**src/rtl/hreg_pkg.sv**
```systemverilog
package hreg_pkg;

    // smallest parity count that can name every codeword position plus "no error"
    function automatic int parity_count(input int data_w);
        for (int p = 1; p < 31; p++) begin
            if ((1 << p) >= data_w + p + 1) return p;
        end
        return 31;
    endfunction

    function automatic bit is_pow2(input int n);
        return (n > 0) && ((n & (n - 1)) == 0);
    endfunction

    // 1-based codeword position of data bit idx
    function automatic int data_slot(input int idx);
        int seen;
        seen = 0;
        for (int pos = 1; pos < 64; pos++) begin
            if (!is_pow2(pos)) begin
                if (seen == idx) return pos;
                seen++;
            end
        end
        return 0;
    endfunction

    // data bit index held at a non-power-of-two position
    function automatic int slot_index(input int pos);
        int seen;
        seen = 0;
        for (int q = 1; q < pos; q++) begin
            if (!is_pow2(q)) seen++;
        end
        return seen;
    endfunction

    // positions (bit pos-1) whose index has bit j set
    function automatic logic [63:0] cover_mask(input int j);
        logic [63:0] m;
        m = '0;
        for (int pos = 1; pos <= 64; pos++) begin
            m[pos-1] = ((pos >> j) & 1) != 0;
        end
        return m;
    endfunction

endpackage

```
**src/rtl/hreg_encoder.sv**
```systemverilog
module hreg_encoder
    import hreg_pkg::*;
#(
    parameter int DATA_W = 7
) (
    input  logic [DATA_W-1:0]                       data_i,
    output logic [DATA_W+parity_count(DATA_W)-1:0]  cw_o
);
    localparam int P  = parity_count(DATA_W);
    localparam int CW = DATA_W + P;

    logic [CW-1:0] placed;
    logic [P-1:0]  parity;

    // data bits at their slots, zeros where parity will go
    for (genvar pos = 1; pos <= CW; pos++) begin : g_place
        if (is_pow2(pos)) begin : g_hole
            assign placed[pos-1] = 1'b0;
        end else begin : g_bit
            assign placed[pos-1] = data_i[slot_index(pos)];
        end
    end

    for (genvar j = 0; j < P; j++) begin : g_par
        localparam logic [63:0] MASK_FULL = cover_mask(j);
        assign parity[j] = ^(placed & MASK_FULL[CW-1:0]);
    end

    for (genvar pos = 1; pos <= CW; pos++) begin : g_out
        if (is_pow2(pos)) begin : g_p
            assign cw_o[pos-1] = parity[$clog2(pos)];
        end else begin : g_d
            assign cw_o[pos-1] = placed[pos-1];
        end
    end

endmodule

```
**src/rtl/hreg_decoder.sv**
```systemverilog
module hreg_decoder
    import hreg_pkg::*;
#(
    parameter int DATA_W = 7
) (
    input  logic [DATA_W+parity_count(DATA_W)-1:0]  cw_i,
    output logic [DATA_W+parity_count(DATA_W)-1:0]  fixed_o,
    output logic [DATA_W-1:0]                       data_o,
    output logic                                    hit_o
);
    localparam int P  = parity_count(DATA_W);
    localparam int CW = DATA_W + P;
    localparam logic [P-1:0] LAST_POS = P'(CW);

    logic [P-1:0]  syn;
    logic [CW-1:0] flip;
    logic          in_range;

    for (genvar j = 0; j < P; j++) begin : g_syn
        localparam logic [63:0] MASK_FULL = cover_mask(j);
        assign syn[j] = ^(cw_i & MASK_FULL[CW-1:0]);
    end

    // a syndrome past the last position means more than one bit is bad
    assign in_range = (syn != '0) && (syn <= LAST_POS);
    assign hit_o    = in_range;

    for (genvar pos = 1; pos <= CW; pos++) begin : g_flip
        assign flip[pos-1] = in_range && (syn == P'(pos));
    end

    assign fixed_o = cw_i ^ flip;

    for (genvar i = 0; i < DATA_W; i++) begin : g_extract
        assign data_o[i] = fixed_o[data_slot(i)-1];
    end

endmodule

```
**src/rtl/hreg_store.sv**
```systemverilog
module hreg_store #(
    parameter int CW = 11
) (
    input  logic          clk,
    input  logic          rst_n,
    input  logic          wr_en_i,
    input  logic [CW-1:0] enc_cw_i,
    input  logic          hit_i,
    input  logic [CW-1:0] fixed_cw_i,
    output logic [CW-1:0] cw_o
);
    typedef struct packed {
        logic [CW-1:0] cw;
    } state_t;

    state_t state_d, state_q;

    always_comb begin
        state_d = state_q;
        if (wr_en_i) begin
            state_d.cw = enc_cw_i;
        end else if (hit_i) begin
            state_d.cw = fixed_cw_i;
        end
    end

    always_ff @(posedge clk or negedge rst_n) begin
        if (!rst_n) begin
            state_q <= '0;
        end else begin
            state_q <= state_d;
        end
    end

    assign cw_o = state_q.cw;

endmodule

```
**src/rtl/hreg_protected_reg.sv**
```systemverilog
module hreg_protected_reg
    import hreg_pkg::*;
#(
    parameter int DATA_W = 7
) (
    input  logic                                    clk,
    input  logic                                    rst_n,
    input  logic                                    wr_en,
    input  logic [DATA_W-1:0]                       wr_data,
    output logic [DATA_W-1:0]                       rd_data,
    output logic                                    corr_flag,
    output logic [DATA_W+parity_count(DATA_W)-1:0]  code_q
);
    localparam int P  = parity_count(DATA_W);
    localparam int CW = DATA_W + P;

    logic [CW-1:0] enc_cw;
    logic [CW-1:0] fixed_cw;
    logic [CW-1:0] stored_cw;
    logic          hit;

    hreg_encoder #(.DATA_W(DATA_W)) u_enc (
        .data_i (wr_data),
        .cw_o   (enc_cw)
    );

    hreg_store #(.CW(CW)) u_store (
        .clk        (clk),
        .rst_n      (rst_n),
        .wr_en_i    (wr_en),
        .enc_cw_i   (enc_cw),
        .hit_i      (hit),
        .fixed_cw_i (fixed_cw),
        .cw_o       (stored_cw)
    );

    hreg_decoder #(.DATA_W(DATA_W)) u_dec (
        .cw_i    (stored_cw),
        .fixed_o (fixed_cw),
        .data_o  (rd_data),
        .hit_o   (hit)
    );

    assign corr_flag = hit;
    assign code_q    = stored_cw;

endmodule

```
**config.mk**
```make
export PLATFORM = sky130hd
export DESIGN_NAME = hreg_protected_reg
export DESIGN_NICKNAME = d
export VERILOG_FILES = /design/src/rtl/hreg_pkg.sv /design/src/rtl/hreg_encoder.sv /design/src/rtl/hreg_decoder.sv /design/src/rtl/hreg_store.sv /design/src/rtl/hreg_protected_reg.sv
export SDC_FILE = /design/constraint.sdc
export NUM_CORES = 1
export LEC_CHECK = 0
export BUFFER_PORTS_ARGS = -buffer_cell sky130_fd_sc_hd__buf_2
export CAP_MARGIN = 25
export CORE_MARGIN = 1
export CORE_UTILIZATION = 35
export CTS_BUF_LIST = sky130_fd_sc_hd__clkbuf_8
export DETAILED_ROUTE_END_ITERATION = 8
export HOLD_SLACK_MARGIN = 0.15
export PLACE_DENSITY = 0.67
export SETUP_SLACK_MARGIN = 0.05
export SLEW_MARGIN = 30
export SYNTH_ARGS = -nofsm -noshare
export SYNTH_HDL_FRONTEND = slang
export SYNTH_SLANG_ARGS = --single-unit
```
**constraint.sdc**
```tcl
create_clock -name clk -period 3 [get_ports clk]
set_input_delay 0.45 -clock clk [delete_from_list [all_inputs] [get_ports clk]]
set_output_delay 0.45 -clock clk [all_outputs]
set_load 0.05 [all_outputs]
```
==> flow_summary.yaml, run 1 <==
status:
  outcome: "completed"
grt:
  antenna_found_initial: 0
  track_usage_pct: 13.7
  grt_pass1_vias: 577
  gr-total-overflow: 0
  grt_max_degree: 16
  grt_pass1_wl_mm: 2.70
yosys:
  seq_area_frac_synth_pct: 30.5
  synth-edff-count: 0
  syn_area_um2: 902
  synth.most_common_cell: "xnor2_1"
  synthArstFlopShare_pct: 100
  synth_top_area_cell: "dfrtp_1"
  ys_warn_count: 0
  ys_types: 19
  netlist_instances: 78
  synthFlopType: "dfrtp_1"
  ys_top_cells_by_count: "25 x xnor2_1, 11 x dfrtp_1, 6 x nand4_1"
  ys_ff_latch: 11
  yosysTopAreaCellShare_pct: 30.5
  ys_top_cells_by_area: "dfrtp_1 31%, xnor2_1 24%, nor4_2 6.9%"
  syn_nets: 88
  syn_avg_cell_area_um2: 11.6
sta:
  worstMarginPinSlew_ps: 536
  rsz0062_at_grt: "false"
  tns_ps: 0
  fin_crit_ps: 2840
  relSlewSlack_pct: 64.0
  slew_viol_final: 0
  hold_ws_ps: 460
  finalSetupViolations: 0
  period_share_pct: 94.5
  finalClockSkew_ps: 1.99
  hold_viol_final: 0
  layout_setup_ws_ps: 164
  fmax_mhz: 353
route:
  wl_per_cell_um: 12.9
  topRoutingLayerUsed: "met4"
  ant_nets: 0
  met3_length_um: 92
  wl_met1_um: 828
  drc: 0
  routed_wl_mm: 1.80
  routed-wl-met2_um: 859
  num_vias: 651
  vias_per_cell: 4.68
  drt-initial-drc-count: 14
  first_pass_iters: 4
clock_network:
  post_cts_buffers: 0
  clk_latency_ps: 240
  cts-root-buf: "clkbuf_8"
  numCtsBuffers: 3
  clock_path_buffers: 2
  path_clk_slew_ps: 60
  htreeDepth: 1
  clock_sinks: 11
  cts_tree: "built"
die:
  core_mm2: 0.00245
  die_h_um: 52.8
  die_area_mm2: 0.00278
  start_util_pct: 36.7
  die_w_um: 52.8
  io_pins: 29
  placementRows: 18
cells_and_area:
  drive_gt1_share_pct: 44.0
  num-fill-cells: 229
  largest_reg_flops: 11
  nets: 120
  multi_input_area_um2: 623
  area_delta_synth_final_pct: 26.2
  layout.area.seq_um2: 275
  antenna_cells: 0
placement:
  io_buffers: 28
  gp_congestion: 0.736
  dpl.hpwl_mm: 1.44
  place_ws_ps: 415
critical_path:
  critPathKind: "reg -> out"
  r2r_cells: 5
  end_kind: "output port"
  cp_max_fo: 12
  worstSetupStartpointType: "register"
  required_ps: 2550
  cp.arrival_ps: 2390
worst_hold_path:
  hold_class: "in -> reg"
  min_path_cells: 2
run:
  maxCapViolations: 0
==> layer usage <==
metal,GRT usage [%],vias up
met1,17.6,299
met5,0,-
met4,3.95,0
met3,2.90,2
li1,-,330
met2,23.0,20
==> cell usage in the layout (no fill, tap or decap) <==
cell type      synthesis  routed
clkbuf_8               0       3
o21ai_1                4       4
nand4_1                6       6
nor4_1                 1       1
xnor2_1               25      25
nand2_1                4       4
dfrtp_1               11      11
nor4_2                 5       5
mux2_1                 3       3
dlygate4sd3_1          0       1
xnor3_2                1       1
inv_1                  0       1
buf_4                  0       1
a21oi_1                1       1
xor2_1                 5       3
xnor3_1                1       1
xor3_2                 1       1
xnor2_2                2       2
buf_2                  0      28
xor2_2                 1       3
mux2_2                 4       4
==> area by class of cell <==
type | count | share of cell area [%]
clock buffers | 3 | 3.63
repair buffers | 30 | 13.8
well taps | 30 | 3.30
multi-input cells | 64 | 54.7
flip-flops and latches | 11 | 24.2
clock inverters | 1 | 0.330
==> kinds of logic (layout without fill, tap and decap cells) <==
kind of cell / Yosys count / in the layout / share of synthesized area (%)
AO/OA/AOI/OAI: 5 / 5 / 2.77
XOR/XNOR: 36 / 36 / 42.4
buffers and inverters: 3 / 34 / 2.08
flip-flops: 11 / 11 / 30.5
multiplexers: 7 / 7 / 8.74
AND/OR/NAND/NOR: 16 / 16 / 13.5
==> stage by stage <==
stage | area, um^2 | instances | utilization (%)
floorplan | 917 | 78 | -
global placement | 1080 | 134 | 44.1
detailed placement | 1080 | 134 | 44.1
CTS | 1140 | 139 | 46.4
global route | 1140 | 139 | 46.4
finish | 1140 | 139 | 46.4
==> critical path: stages (launching register included) <==
cell	delay, ps
dfrtp_1	430
xnor2_2	260
xnor3_2	600
nor4_2	390
xor2_2	190
buf_2	280
==> worst paths after layout <==
| kind | start | slack [ps] | end |
|---|---|---|---|
| hold / removal | wr_data[5] | 460 | u_store.cw_o[9] |
| setup / recovery | u_store.cw_o[2] | 160 | rd_data[5] |
| min in group asynchronous | rst_n | 620 | u_store.cw_o[7] |
| setup reg to reg | u_store.cw_o[2] | 780 | u_store.cw_o[5] |
| max in group asynchronous | rst_n | 2170 | u_store.cw_o[5] |
| hold reg to reg | u_store.cw_o[0] | 610 | u_store.cw_o[0] |
==> repair_timing <==
action	CTS	global route
setup endpoints to repair	0	0
resized for setup	0	0
endpoints found under the hold margin	11	0
hold buffers	1	0
Power of run 1 is left out: the tool's default activity adds up to more than one toggle a clock period on the data nets, which glitch-free logic cannot reach.
==> run 2: changes to the inputs <==
Settings changed: CORE_UTILIZATION 35 to 41, PLACE_DENSITY 0.67 to 0.75.
==> run 2 against run 1 <==
Compared with the run above:
- clock skew increased by 1.2 ps
- count of clock-buffer cells in the layout stayed put
- cell count unchanged
- register-to-register slack hardly changed
- first-iteration DRC count grew 21%
- core utilization rose by 11 points
- die area fell by 14%
- critical path depth is the same
- sequential share of layout area decreased by 0.39 points
- non-clock buffer count increased by 3
- fmax rose by 0.71%
- critical endpoint is now rd_data[2]
- highest routed layer unchanged
==> flow_summary.yaml, run 2 (same netlist as run 1, synthesis figures left out) <==
status:
  outcome: "completed"
critical_path:
  cp.arrival_ps: 2370
  critPathKind: "reg -> out"
  worstSetupStartpointType: "register"
  cp_max_fo: 8
  rr_startpoint: "u_store.cw_o[10]"
  required_ps: 2550
  crit_path_start: "u_store.cw_o[10]"
  end_kind: "output port"
placement:
  placed_area_mm2: 0.00108
  dpl.hpwl_mm: 1.46
  gp_congestion: 0.740
  io_buffers: 28
grt:
  grt_pass1_vias: 636
  grt_pass1_wl_mm: 3.11
  track_usage_pct: 18.0
  antenna_found_initial: 0
  grt_max_degree: 16
  gr-total-overflow: 0
clock_network:
  cts_tree: "built"
  numCtsBuffers: 3
  cts-root-buf: "clkbuf_8"
  clk_latency_ps: 250
  htreeDepth: 1
  clock_sinks: 11
  path_clk_slew_ps: 50
  clock_path_buffers: 2
  cts.repair.resized: 0
cells_and_area:
  final_common_cell: "buf_2"
  antenna_cells: 0
  nets: 123
  layout_common_cells: "28 x buf_2, 25 x xnor2_1, 11 x dfrtp_1"
  largest_reg_flops: 11
  fin_area_mm2: 0.00116
  final_util_pct: 57.2
  area_delta_synth_final_pct: 28.3
  drive_gt1_share_pct: 45.5
sta:
  relSlewSlack_pct: 60.9
  hold_viol_final: 0
  rsz0062_at_grt: "false"
  period_share_pct: 93.9
  hold_ws_ps: 461
  finalSetupViolations: 0
  finalClockSkew_ps: 3.16
  slew_viol_final: 0
  fmax_mhz: 355
  tns_ps: 0
  fin_crit_ps: 2820
  worstMarginPinSlew_ps: 582
route:
  drc: 0
  ant_nets: 0
  vias_per_cell: 5.01
  wl_per_cell_um: 14.7
  routed_wl_mm: 2.04
  first_pass_iters: 4
  drt-initial-drc-count: 17
  num_vias: 697
die:
  die_area_mm2: 0.00239
  start_util_pct: 44.6
  die_w_um: 48.9
  die_h_um: 48.9
  io_pins: 29
  core_mm2: 0.00202
  placementRows: 16
worst_hold_path:
  min_from: "wr_data[5]"
  hold_class: "in -> reg"
run:
  maxCapViolations: 0
## run 2: cell count changes in the layout (fill, tap and decap cells not counted)
cell	previous run	this run
buf_4	1	4
## run 2: worst paths after layout
check / end / slack [ps] / cells after the start
worst max-delay path: rd_data[2] / 180 / 5
worst min register to register: u_store.cw_o[7] / 620 / 2
max in group asynchronous: u_store.cw_o[5] / 2160 / 2
worst min-delay path: u_store.cw_o[9] / 460 / 2
worst max register to register: u_store.cw_o[5] / 790 / 5
min in group asynchronous: u_store.cw_o[9] / 620 / 2
## run 2: per-stage QoR
stage	std cells	worst slack (ps)
after floorplan	78	102
after global placement	131	466
after detailed placement	131	421
after CTS	136	150
after global routing	139	68.8
final	139	184
## run 2: per-layer routing
| layer | global-route usage, % | part of all wire, % | up-vias |
|---|---|---|---|
| met2 | 28.2 | 53 | 11 |
| li1 | - | - | 337 |
| met3 | 2.80 | 2.3 | 5 |
| met1 | 22.6 | 42 | 344 |
| met4 | 12.7 | 2.4 | 0 |
| met5 | 0 | 0 | - |
## run 2: final cells by class
class	instances	area [um^2]
fill	181	865
multi-input combinational	64	623
sequential	11	275
timing repair buffer	33	180
clock buffer	3	41.3
tap	27	33.8
clock inverter	1	3.75
## run 2: timing repair
action,CTS,global route
hold endpoints to repair,11,0
buffers inserted,0,3
endpoints found under the setup margin,0,2
hold buffers,1,0
## run 2: worst max-delay path, stage by stage (launching register included)
cell and delay (ps):
dfrtp_1 450, xnor2_1 250, xnor3_2 560, nor4_2 400, xor2_2 180, buf_2 280
Power of run 2 is left out for the same reason.
